## src/rtl/audio_serial_tx.sv

```systemverilog
module audio_serial_tx #(
  parameter int SAMPLE_W = 16,
  parameter int DEPTH    = 8,
  parameter int LOW_MARK = 4
) (
  input  logic                clk,
  input  logic                rst_n,
  input  logic                cfg_we,
  input  logic                cfg_sel,
  input  logic [7:0]          cfg_wdata,
  input  logic                smp_we,
  input  logic [SAMPLE_W-1:0] smp_data,
  output logic                bclk,
  output logic                ws,
  output logic                sd,
  output logic                sreq,
  output logic                udrn,
  output logic                irq
);
  localparam int PW = (DEPTH > 1) ? $clog2(DEPTH) : 1;
  localparam int CW = $clog2(DEPTH + 1);

  logic [4:0] just;
  logic       pol, wide, hr;
  logic       run, udrn_ie, sreq_ie, irq_en;

  logic [SAMPLE_W-1:0] mem [DEPTH];
  logic [SAMPLE_W-1:0] cur, cur_sh;
  logic [PW-1:0]       wp, rp;
  logic [CW-1:0]       count;

  logic [2:0] cnt, hdiv;
  logic [5:0] bitpos, nxt_pos, pin, slot_bits, last_pos;
  logic [6:0] off;
  logic       tick, fall, slot_start, pop, push, left, in_rng;

  function automatic logic [PW-1:0] step(input logic [PW-1:0] p);
    return (p == PW'(DEPTH - 1)) ? '0 : p + 1'b1;
  endfunction

  always_ff @(posedge clk or negedge rst_n)
    if (!rst_n) begin
      just <= 5'd1; pol <= 1'b0; wide <= 1'b0; hr <= 1'b0;
      run <= 1'b0; udrn_ie <= 1'b0; sreq_ie <= 1'b0; irq_en <= 1'b0;
    end else if (cfg_we) begin
      if (!cfg_sel) {just, pol, wide, hr} <= cfg_wdata;
      else {irq_en, sreq_ie, udrn_ie, run} <= cfg_wdata[3:0];
    end

  assign slot_bits  = wide ? 6'd32 : 6'd16;
  assign last_pos   = wide ? 6'd63 : 6'd31;
  assign hdiv       = hr ? (wide ? 3'd3 : 3'd6) : (wide ? 3'd2 : 3'd4);
  assign tick       = run && (cnt == hdiv - 3'd1);
  assign fall       = tick && bclk;
  assign nxt_pos    = (bitpos >= last_pos) ? 6'd0 : bitpos + 6'd1;
  assign slot_start = fall && (nxt_pos == 6'd0 || nxt_pos == slot_bits);
  assign pop        = slot_start && (count != '0);
  assign push       = smp_we && (count != CW'(DEPTH));

  always_ff @(posedge clk or negedge rst_n)
    if (!rst_n) begin
      cnt <= '0; bclk <= 1'b0; bitpos <= '1;
    end else if (!run) begin
      cnt <= '0; bclk <= 1'b0; bitpos <= '1;
    end else if (tick) begin
      cnt  <= '0;
      bclk <= ~bclk;
      if (bclk) bitpos <= nxt_pos;
    end else begin
      cnt <= cnt + 3'd1;
    end

  always_ff @(posedge clk)
    if (push) mem[wp] <= smp_data;

  always_ff @(posedge clk or negedge rst_n)
    if (!rst_n) begin
      wp <= '0; rp <= '0; count <= '0; cur <= '0; udrn <= 1'b0;
    end else begin
      if (push) wp <= step(wp);
      if (pop) rp <= step(rp);
      case ({push, pop})
        2'b10:   count <= count + 1'b1;
        2'b01:   count <= count - 1'b1;
        default: count <= count;
      endcase
      if (!run) cur <= '0;
      else if (slot_start) cur <= pop ? mem[rp] : '0;
      if (slot_start && count == '0) udrn <= 1'b1;
      else if (smp_we) udrn <= 1'b0;
    end

  assign left   = bitpos < slot_bits;
  assign pin    = left ? bitpos : bitpos - slot_bits;
  assign off    = {1'b0, pin} - {2'b0, just};
  assign in_rng = ({1'b0, pin} >= {2'b0, just}) && (off < 7'(SAMPLE_W));
  assign cur_sh = cur << off;
  assign sd     = in_rng && cur_sh[SAMPLE_W-1];
  assign ws     = pol ? left : ~left;

  assign sreq = run && (count <= CW'(LOW_MARK));
  assign irq  = irq_en && ((sreq_ie && sreq) || (udrn_ie && udrn));
endmodule

```

## config.mk

```make
export PLATFORM = sky130hd
export DESIGN_NAME = audio_serial_tx
export DESIGN_NICKNAME = d
export VERILOG_FILES = /design/src/rtl/audio_serial_tx.sv
export SDC_FILE = /design/constraint.sdc
export NUM_CORES = 1
export LEC_CHECK = 0
export ABC_AREA = 1
export BUFFER_PORTS_ARGS = -buffer_cell sky130_fd_sc_hd__buf_2
export CAP_MARGIN = 40
export CORE_ASPECT_RATIO = 0.75
export CORE_MARGIN = 2
export CORE_UTILIZATION = 40
export CTS_CLUSTER_DIAMETER = 150
export DETAILED_ROUTE_END_ITERATION = 12
export GPL_TIMING_DRIVEN = 0
export REMOVE_ABC_BUFFERS = 1
export SYNTH_ARGS = -nofsm -noshare
export SYNTH_HDL_FRONTEND = slang
export SYNTH_SLANG_ARGS = --single-unit
```

## constraint.sdc

```tcl
create_clock -name clk -period 2.75 [get_ports clk]
set_input_delay 0.55 -clock clk [delete_from_list [all_inputs] [get_ports clk]]
set_output_delay 0.55 -clock clk [all_outputs]
set_load 0.005 [all_outputs]
```

# --- Yosys cells after proc, flatten, opt, wreduce, memory -nomap -nowiden ---
# Memory sizes are Yosys's and may differ from the RTL's.
# Index checks and enable logic that the tools add are counted.
word_totals:
  out_inout_bits: 6
  mem_bits_rw: 128
  inputBits: 29
  reg_bits: 49
  mem_count: 1
classes:
  muxes: 25
  n_lt_le_gt_ge: 5
  reduce_logical: 22
  shifts: 1
  n_eq_ne: 10
  n_bitwise: 3
  add_sub_neg: 9
memory_table:
  columns: ["name", "words", "word_bits", "read_ports", "rd_ports_with_merged_regs", "write_ports", "line_no", "source"]
  rows:
  - ["mem", 8, 16, 1, 0, 1, "27", "logic [SAMPLE_W-1:0] mem [DEPTH];"]
ops:
  columns: ["op", "n"]
  rows:
  - ["2-to-1 mux 16 bit", 3]
  - ["2-to-1 mux 6 bit", 7]
  - ["2-to-1 mux 3 bit", 7]
  - ["left shift 16 x 7 -> 16 bit", 1]
  - ["logical AND 1 bit", 12]
  - ["adder 3 x 1 -> 3 bit (second input constant)", 3]
  - ["case mux 4 bit (2 select lines)", 1]
  - ["less-than comparator 7 x 5 -> 1 bit (second input constant)", 1]
  - ["2-to-1 mux 1 bit", 7]
  - ["subtractor 6 x 5 -> 7 bit", 1]
  - ["adder 6 x 1 -> 6 bit (second input constant)", 1]
  - ["== test 3 bit (second input constant)", 2]
  - ["== test 6 bit", 1]
  - [">= comparator 6 x 5 -> 1 bit", 1]
  - [">= comparator 6 bit", 1]
  - ["logical NOT 6 bit", 1]
  - ["less-than comparator 6 bit", 1]
  - ["AND reduction 2 bit", 3]
  - ["subtractor 6 bit", 1]
  - ["adder 4 x 1 -> 4 bit (second input constant)", 1]
  - ["less-or-equal comparator 4 x 3 -> 1 bit (second input constant)", 1]
  - ["logical NOT 4 bit", 1]
  - ["inequality test 2 x 1 -> 1 bit (second input constant)", 2]
  - ["inequality test 4 bit (second input constant)", 1]
  - ["other kinds (10)", 14]

# --- Depth between registers and ports, before layout ---
# Gate-level depths: netlist (run 1).
logic_depth:
  ltp_word: 11
  ltp_mapped: 19

# --- Worst setup path before layout (run 1) ---
# No wires, ideal clock.
synth_path:
  kind: "reg2reg"
  start: "register wide"
  end: "register count[2]"
  path_buffers: 1
  arrival_ns: 2.654
  setup_time_ns: 0.119
  path_slack_ns: -0.023
  period_less_slack_ns: 2.773
  path_stages_with_launch: 18
  path_cell_list: "dfrtp_1 -> inv_1 -> ha_1 -> xnor2_1 -> nand3_1 -> nor2_1 -> nand2_1 -> nor2_4 -> buf_6 -> nand3_4 -> inv_2 -> ha_1 -> xor2_1 -> ha_1 -> a21oi_1 -> a21oi_1 -> o21ai_0 -> o21a_1"
synth_between:
  elab_chain_cells: 10
  word_cells_on_any_way: 20
  cone_classes: "add/sub (1); order compare (1); eq/ne (4); mux (7); reduce/logical (7)"
synth_rtl:
  columns: ["item", "line_no", "source"]
  rows:
  - ["start: declaration", "24", "logic pol, wide, hr;"]
  - ["start signal: assignment", "46", "if (!cfg_sel) {just, pol, wide, hr} <= cfg_wdata;"]
  - ["branches (longest 6 deep; another with >= comparator 6 bit)", null, null]
  - ["logical AND 1 bit *", "56", "assign slot_start = fall && (nxt_pos == 6'd0 || nxt_pos == slot_bits);"]
  - ["logical AND 1 bit *", "57", "assign pop = slot_start && (count != '0);"]
  - ["== test 2 x 1 -> 1 bit or == test 2 bit (tied branches)", "82", "case ({push, pop})"]
  - ["case mux 4 bit (2 select lines) or nonzero test 2 bit (tied branches)", null, null]
  - ["end signal: assignment", "83", "2'b10: count <= count + 1'b1;"]
  - ["end signal: assignment", "84", "2'b01: count <= count - 1'b1;"]
  - ["end signal: assignment", "85", "default: count <= count;"]
  - ["end: declaration", "30", "logic [CW-1:0] count;"]
# Mark *: on every way between the ends.
# A chain may end at the register's enable or synchronous reset.

# --- Worst setup path after layout (run 1) ---
layout_path:
  start: "register bitpos[0]"
  end: "output port sd"
layout_between:
  elab_chain_cells: 6
  word_cells_on_any_way: 9
  cone_classes: "add/sub (2); order compare (3); shift (1); mux (1); reduce/logical (2)"
layout_rtl:
  columns: ["item", "line_no", "source"]
  rows:
  - ["start: declaration", "33", "logic [5:0] bitpos, nxt_pos, pin, slot_bits, last_pos;"]
  - ["start signal: assignment", "68", "if (bclk) bitpos <= nxt_pos;"]
  - ["subtractor 6 bit or less-than comparator 6 bit (tied branches)", "94, 93", null]
  - ["2-to-1 mux 6 bit *", "94", "assign pin = left ? bitpos : bitpos - slot_bits;"]
  - ["subtractor 6 x 5 -> 7 bit", "95", "assign off = {1'b0, pin} - {2'b0, just};"]
  - ["less-than comparator 7 x 5 -> 1 bit", "96", "assign in_rng = ({1'b0, pin} >= {2'b0, just}) && (off < 7'(SAMPLE_W));"]
  - ["logical AND 1 bit", "96", null]
  - ["logical AND 1 bit *", "98", "assign sd = in_rng && cur_sh[SAMPLE_W-1];"]
  - ["end: declaration", "15", "output logic sd,"]
# Every way passes the cells marked *; elsewhere a longest branch is shown, timed or not.

==> summary.txt, run 1 <==
Clock period minus worst slack - 3.05 ns
Finished Cell Area - 9640 sq um
CTS clk-pin slew, worst paths - 0.07 ns
Initial antenna violation count - 0
Worst Clk Skew - 0.00916 ns
Final Cycle Share - 111%
Flops & latches, synth - 177
Max FO, Critical Path - 4
Sequential cell area fraction in the yosys report - 63.0%
Outcome - finished with violations
Port bufs - 34
H-Tree Depth - 4
Peak Freq - 327 MHz
Net Sw Frac - 32.2%
Antenna Nets Post-Route - 0
CTS tree - built
Root Buffer - clkbuf_16
Post-DP Area - 8660 sq um
Worst min path class - input pin to asynchronous set/reset pin
Post-synth top area share - 47.7%
Internal power - 0.00515 W
Fraction of registers with async set or reset after synthesis - 27.7%
Detailed Route WL - 17900 um
Setup WS post-layout - -0.304 ns
Seq pwr share - 45.6%
Number of flops mapped to enable cells by yosys - 128
Fraction of power consumed by combinational cells - 24.1%
Leading area contributor after synthesis - edfxtp_1
Most area-consuming cells after synthesis - edfxtp_1, dfrtp_1, nor2_1
Max-cap violations - 0
Initial drt markers - 368
Final setup violation count - 1
Post-Layout Cell Count - 1107
Synth cell count leaders - nor2_1, edfxtp_1, nand2_1, inv_1, o21ai_0
Yosys warnings - 0
Vias per cell - 5.08
Worst Path Arrival - 2.50 ns
Maximum VDD drop - 0.399 mV
Cells after synthesis - 784
Initial core utilization - 41.2%
Share of layout cells above drive strength 1 - 20.4%
1st-pass router iterations - 5
Die ar. - 21300 sq um
Leak pwr - 3.91 nW
Worst Setup Path Type - flop to output pin
Tot GR Track Use - 17.6%
Largest net degree at the start of global routing - 45
Failing checks - setup timing
Post-synthesis cell type count - 36
DPL Wire Length - 11200 um
# clock sinks - 177
Boundary Pins - 35
Top-count cell post-synth - nor2_1
Worst Max-Slew Pin Slew - 0.869 ns
CP Capture Type - output pin
Area of the mapped netlist - 8060 sq um
Final hold slack - 0.110 ns
Avg Synthesized Cell Area - 10.3 sq um
CTS buffer count - 17
NumNets Final - 891
Die extent in y - 127 um
Rows - 44
Worst endpoint required time - 2.20 ns
Hold violation total from the final report - 0
Worst slew margin - 42.1%
Drt drc - 0
RSZ-0062 raised after global routing - yes
Area Overhead vs Synth - 19.7%
Die width - 168 um
Gp weighted congestion - 0.788
Vias in the first global route - 5223
Via count - 5629
Dpl cells - 1051
Pwr per Cell Area - 789 nW/um^2
# diodes - 0
Clk pwr share - 30.3%
Clk buf depth - 2
Fin util - 49.3%
DR WL/cell - 16.2 um
Primary FF master, synth - edfxtp_1
Worst-skew pair later-pin latency - 0.43 ns
First-pass GRT wire length - 28500 um
Psw - 0.00245 W
Crit path launch type - flop
Core region area - 19500 sq um
Pins over their slew limit - 0
Grt total ovfl - 0
==> cell type report <==
class | instances | area (sq um)
well taps | 253 | 317
clock buffers | 19 | 433
multi-input cells | 501 | 2790
repair buffers | 71 | 614
inverters | 74 | 285
flip-flops and latches | 177 | 5080
fillers | 1772 | 9900
clock inverters | 12 | 123
==> kinds of logic (layout without fill, tap and decap cells) <==
kind of cell | Yosys count | count (layout) | share of synthesized area [%]
and+or+nand+nor | 355 | 357 | 19.8
DFF | 177 | 177 | 63.0
AOI/OAI and AO/OA | 117 | 117 | 7.52
buffers and inverters | 108 | 176 | 5.61
adders and majority gates | 20 | 20 | 3.29
xor gates and xnor gates | 7 | 7 | 0.761
==> path summary, 6_finish.rpt <==
check                             start         to  slack, ns  cells after the start
setup / recovery              bitpos[0]         sd      -0.30                     12
hold / removal                    rst_n    just[3]       0.11                      1
setup reg to reg              bitpos[0]   count[2]       0.09                     17
hold reg to reg                 sreq_ie    sreq_ie       0.49                      2
max in group asynchronous         rst_n  bitpos[1]       2.02                      2
min in group clk           cfg_wdata[3]    just[0]       0.36                      3
==> power groups by stage <==
stage | registers (W) | logic [W] | clock network, W
after global routing | 0.00351 | 0.00205 | 0.00246
after global placement | 0.00360 | 0.00140 | 0
final | 0.00347 | 0.00183 | 0.00231
after CTS | 0.00346 | 0.00175 | 0.00235
after floorplan | 0.00350 | 0.000994 | 0
after detailed placement | 0.00351 | 0.00169 | 0
==> per-stage QoR <==
step | TNS, ns | power, W | setup slack, ns
final | -0.304 | 0.00760 | -0.304
after global routing | -0.477 | 0.00802 | -0.417
after CTS | -0.331 | 0.00755 | -0.331
after detailed placement | -1.69 | 0.00520 | -0.635
after global placement | -69.49 | 0.00500 | -1.40
after floorplan | -0.138 | 0.00449 | -0.138
==> layout by cell type (no fill, tap or decap), types with 2 or more instances in the layout <==
cell type  instances
nor2_1           149
edfxtp_1         128
nand2_1           87
inv_1             65
o21ai_0           62
nand3_1           53
dfrtp_1           40
buf_2             34
nand4_1           24
buf_4             22
o21ai_1           21
a21oi_1           19
clkbuf_16         17
nand3_2           11
nor2_2            10
ha_1              10
ha_4               8
nor2_4             7
dfstp_2            7
inv_2              6
nand2_2            6
inv_6              5
buf_8              5
nand3_4            4
xnor2_1            4
a22oi_1            4
buf_16             4
o21ai_2            3
inv_4              3
a21oi_2            3
clkinv_4           3
buf_6              3
buf_12             3
nor3_1             2
nand3b_1           2
fa_2               2
clkbuf_1           2
dfrtp_2            2
==> worst max-delay path, stage by stage (launching register included) <==
cell	delay, ns
dfstp_2	0.57
inv_4	0.06
ha_4	0.15
inv_2	0.06
fa_2	0.47
buf_4	0.16
a21oi_1	0.12
o21ai_1	0.08
nand3_1	0.07
nand3b_1	0.09
nand4_1	0.09
nor2_1	0.04
buf_2	0.12
==> metal layers <==
metal	wire (um)	vias to the layer above	global-route usage, %
met4	175	0	4.09
met5	0	-	0
met2	8340	114	26.8
met1	8510	2714	25.2
li1	-	2787	-
met3	906	14	4.56
==> registers in the layout, summed over array words and instances, names as in the netlist <==
signal / flops
mem: 128
cur: 16
bitpos: 6
just: 5
count: 4
cnt: 3
rp: 3
wp: 3
bclk: 1
hr: 1
irq_en: 1
pol: 1
run: 1
sreq_ie: 1
udrn: 1
udrn_ie: 1
wide: 1
==> timing repair <==
action / CTS / global route
buffers inserted: 14 / 9
pin swaps: 17 / 22
endpoints found under the setup margin: 4 / 4
resized for setup: 30 / 33
hold buffers: 0 / 0
cloned: 2 / 0
(Power assumes the default switching activity.)
==> run 2: changes to the inputs <==
==> constraint.sdc (replaced) <==
create_clock -name clk -period 2.75 [get_ports clk]
set_input_delay 0.1375 -clock clk [delete_from_list [all_inputs] [get_ports clk]]
set_output_delay 0.1375 -clock clk [all_outputs]
set_load 0.005 [all_outputs]
==> summary.txt, run 2 (synthesis results as in run 1) <==
Most frequent cells in the layout - nor2_1, edfxtp_1, nand2_1
Worst Path Arrival - 2.54 ns
Worst Hold End - mem[2][15]
# clock sinks - 177
WHS Path Cells - 1
# diodes - 0
Drt drc - 0
Delay-heaviest family, CP - adder cells
Crit path launch type - flop
Worst slew margin - 42.5%
CTS buffer count - 17
Area Overhead vs Synth - 21.5%
Rows - 44
Die ar. - 21300 sq um
Buf/Inv on CP - 4
Most flops, register - mem
Clk buf depth - 2
NumNets Final - 912
Leak pwr - 3.98 nW
Antenna Nets Post-Route - 0
Clock period minus worst slack - 2.68 ns
H-Tree Depth - 4
Largest net degree at the start of global routing - 45
Core region area - 19500 sq um
Grt total ovfl - 0
Worst min path class - input pin to flop
Most common cell after layout, fill and taps aside - nor2_1
Maximum VDD drop - 0.402 mV
Detailed Route WL - 17900 um
1st-pass router iterations - 5
DR WL/cell - 15.9 um
Fin util - 50.1%
Max FO, Critical Path - 4
Post-Layout Cell Count - 1128
Post-Route M1 WL - 8740 um
Met2 WL post-DR - 8150 um
Start point of the worst hold path - smp_data[15]
RSZ-0062 raised after global routing - yes
Boundary Pins - 35
Vias in the first global route - 5248
Gp weighted congestion - 0.788
Worst Setup Path Type - flop to output pin
Peak Freq - 374 MHz
CTS tree - built
Metal3 WL - 858 um
Hold violation total from the final report - 0
DPL Wire Length - 11200 um
Pwr per Cell Area - 778 nW/um^2
Worst-skew pair later-pin latency - 0.44 ns
Crit path largest cell delay - 0.56 ns
Initial core utilization - 41.2%
Worst-path cell chain - inv_2 > ha_4 > inv_4 > fa_2 > buf_6 > a21oi_1 > o21ai_1 > nand3_1 > nand3b_1 > nand4_1 > nor2_1 > buf_2
Power, Total - 0.00761 W
Share of layout cells above drive strength 1 - 18.6%
Worst endpoint required time - 2.61 ns
Worst Clk Skew - 0.0120 ns
Die extent in y - 127 um
FILL cells - 1765
Final setup violation count - 0
Worst reg-to-reg setup slack - 0.11 ns
Worst path slowest cell - dfstp_2
DR top layer - met4
Worst Reg-to-Reg Cells - 18
Via count - 5676
Pins over their slew limit - 0
Initial antenna violation count - 0
Max-cap violations - 0
First-pass GRT wire length - 28400 um
Port bufs - 34
CP Capture Type - output pin
Reg2reg end - count[2]
Worst Max-Slew Pin Slew - 0.863 ns
Die width - 168 um
Dpl cells - 1051
Final Cycle Share - 97.3%
Root Buffer - clkbuf_16
CTS clk-pin slew, worst paths - 0.06 ns
Vias per cell - 5.03
Outcome - complete, no violations
Initial drt markers - 372
RR Startpoint - wide
Max reg flops - 128
Top Registers - mem: 128 flops, cur: 16 flops, bitpos: 6 flops
Tot GR Track Use - 17.5%
## run 2: changes by cell type in the layout (fill, tap and decap cells not counted), moves of 2 or more
cell | previous run | this run
nand3_4 | 4 | 1
ha_2 | 0 | 2
ha_4 | 8 | 5
buf_4 | 22 | 18
a21oi_2 | 3 | 0
a21oi_1 | 19 | 22
nand3_2 | 11 | 14
o21ai_0 | 62 | 64
dlygate4sd3_1 | 0 | 25
## run 2: worst max-delay path by stage
| stage | start | slack, ns | cells past startpoint | to |
|---|---|---|---|---|
| after global placement | rp[0] | -1.40 | 7 | cur[10] |
| after floorplan | wide | -0.14 | 16 | count[2] |
| after CTS | wide | -0.009 | 16 | count[2] |
| after detailed placement | wide | -0.63 | 16 | count[2] |
| after global routing | wide | -0.09 | 18 | count[2] |
| final | bitpos[0] | 0.07 | 12 | sd |
## run 2: per-layer routing
layer | global-route usage [%] | vias up
met5 | 0 | -
met1 | 25.4 | 2706
met4 | 4.09 | 0
met3 | 4.46 | 15
met2 | 26.5 | 124
li1 | - | 2831
## run 2: per-stage QoR
| step | setup TNS, ns | hold slack, ns | setup WS (ns) | instance area (sq um) |
|---|---|---|---|---|
| after floorplan | -0.138 | -0.158 | -0.138 | 7880 |
| after global placement | -45.85 | 0.389 | -1.40 | 8370 |
| after detailed placement | -1.49 | 0.163 | -0.635 | 8660 |
| after CTS | -0.00897 | 0.00874 | -0.00897 | 9570 |
| after global routing | -0.173 | 0.0106 | -0.0921 | 9780 |
| final | 0 | 0.0116 | 0.0738 | 9780 |
## run 2: report_power, final
part | switching [W] | internal, W
Combinational | 0.00118 | 0.000655
Sequential | 0.000219 | 0.00324
Clock | 0.00105 | 0.00126
Total | 0.00245 | 0.00516
## run 2: layout make-up
type	instances	area, sq um	area share (%)
sequential	177	5080	51.9
tap	253	317	3.24
clock buffer	19	433	4.43
multi-input combinational	501	2710	27.7
inverter	74	285	2.92
timing repair buffer	92	835	8.53
clock inverter	12	123	1.25
## run 2: what timing repair did
action                                 4_1_cts  5_1_grt
pin swaps                                    6       18
buffers inserted                             8       11
endpoints found under the hold margin      146        0
hold buffers                                25        0
gates resized for setup                     13       35
gates cloned                                 2        0
setup endpoints to repair                    4        4
==> run 3: changes to the inputs <==
- clock period: 2.75 -> 2.6 ns (I/O delays scaled with it)
==> summary.txt, run 3 (synthesis results as in run 1) <==
Pwr per Cell Area - 816 nW/um^2
Final Cycle Share - 104%
Initial antenna violation count - 0
Worst Setup Path Type - flop to output pin
Detailed Route WL - 18200 um
CTS tree - built
Setup WS post-layout - -0.103 ns
Worst path slowest cell - dfstp_2
Port bufs - 34
Worst Max-Slew Pin Slew - 0.841 ns
Leak pwr - 4.04 nW
Gp weighted congestion - 0.788
Met1 GRT Util - 25.5%
Clk buf depth - 2
Crit path largest cell delay - 0.57 ns
Clock period minus worst slack - 2.70 ns
Die ar. - 21300 sq um
Maximum VDD drop - 0.422 mV
Boundary Pins - 35
CP Capture Type - output pin
Core region area - 19500 sq um
GRT busiest layer - met2
Tot GR Track Use - 17.8%
Post-DP Area - 8660 sq um
Worst-skew pair later-pin latency - 0.43 ns
H-Tree Depth - 4
CTS clk-pin slew, worst paths - 0.06 ns
Outcome - finished with violations
DPL Wire Length - 11200 um
Grt met3 use - 4.46%
First-pass GRT wire length - 29000 um
Largest net degree at the start of global routing - 45
Delay-heaviest family, CP - buffers and inverters
Share of layout cells above drive strength 1 - 20.1%
# clock sinks - 177
Worst min path class - input pin to flop
FILL cells - 1762
Hold violation total from the final report - 0
Initial core utilization - 41.2%
Worst-path cell chain - ha_4 > inv_2 > buf_4 > buf_4 > buf_4 > buf_4 > buf_4 > nand3_1 > nand2_1 > nand2_2 > nand2_1 > nand3b_1 > nand4_1 > nor2_1 > buf_2
Most common cell after layout, fill and taps aside - nor2_1
RSZ-0062 raised after global routing - yes
Pins over their slew limit - 0
Buf/Inv on CP - 7
Via count - 5753
Power, Total - 0.00808 W
Crit path launch type - flop
Die width - 168 um
Top Registers - mem: 128 flops, cur: 16 flops, bitpos: 6 flops
1st-pass router iterations - 7
Worst Clk Skew - 0.00965 ns
Finished Cell Area - 9900 sq um
Worst slew margin - 44.0%
NumNets Final - 924
Root Buffer - clkbuf_16
Initial drt markers - 422
Most frequent cells in the layout - nor2_1, edfxtp_1, nand2_1
Vias per cell - 5.05
DR WL/cell - 16.0 um
Drt drc - 0
Max reg flops - 128
Rows - 44
Most flops, register - mem
Worst Path Arrival - 2.57 ns
Max FO, Critical Path - 2
Antenna Nets Post-Route - 0
Grt total ovfl - 0
Max-cap violations - 0
Die extent in y - 127 um
CTS buffer count - 17
Vias in the first global route - 5370
Met2 usage - 27.6%
Peak Freq - 370 MHz
Final setup violation count - 2
Failing checks - setup timing
# diodes - 0
Worst endpoint required time - 2.47 ns
Area Overhead vs Synth - 23.0%
Most frequent CP cell - buf_4
==> run 3: changes by cell type in the layout (fill, tap and decap cells not counted), sizes merged <==
cell,change
buf,+12
==> run 3: path summary, 6_finish.rpt <==
check,start,to,slack (ns),cells after the start
worst max-delay path,just[0],sd,-0.10,15
worst min-delay path,smp_data[15],mem[2][15],0.007,1
worst max register to register,bitpos[0],count[2],-0.02,16
worst min register to register,sreq_ie,sreq_ie,0.49,2
max in group asynchronous,rst_n,bitpos[1],1.76,3
min in group asynchronous,rst_n,just[3],0.23,2
==> run 3: report_power, final <==
part | internal (W) | leakage, nW | switching (W)
Combinational | 0.000704 | 1.99 | 0.00127
Clock | 0.00134 | 0.269 | 0.00111
Sequential | 0.00343 | 1.78 | 0.000233
==> run 3: final cells by class <==
class                           count  area (sq um)  share of cell area [%]
Clock buffer                       19           433                    4.37
Clock inverter                     12           123                    1.24
Inverter                           74           285                    2.88
Multi-Input combinational cell    501          2740                    27.7
Sequential cell                   177          5080                    51.3
Tap cell                          253           317                    3.20
Timing Repair Buffer              104           925                    9.34
==> run 3: timing repair <==
action,4_1_cts,5_1_grt
setup buffers,20,11
gates resized for setup,27,29
setup endpoints to repair,5,24
hold buffers,25,0
hold endpoints to repair,153,0
gates cloned,2,0
pin swaps,16,18
==> run 3: layer usage <==
metal | part of all wire, % | wire, um | vias to the layer above
met2 | 47 | 8500 | 131
met3 | 5.0 | 919 | 15
li1 | - | - | 2851
met1 | 47 | 8630 | 2756
met4 | 1.1 | 197 | 0
met5 | 0 | 0 | -
==> run 3: stage by stage <==
| stage | TNS, ns | util (%) | hold slack, ns | setup slack (ns) | std cells |
|---|---|---|---|---|---|
| 6_report | -0.124 | 50.7 | 0.00731 | -0.103 | 1140 |
| 5_1_grt | -0.884 | 50.7 | 0.00307 | -0.202 | 1140 |
| 4_1_cts | -0.180 | 49.6 | 0.00124 | -0.0911 | 1129 |
| 3_5_place_dp | -2.04 | 44.3 | 0.155 | -0.785 | 1051 |
| 3_3_place_gp | -68.47 | 42.8 | 0.381 | -1.55 | 1037 |
| 2_1_floorplan | -1.16 | - | -0.166 | -0.288 | 750 |
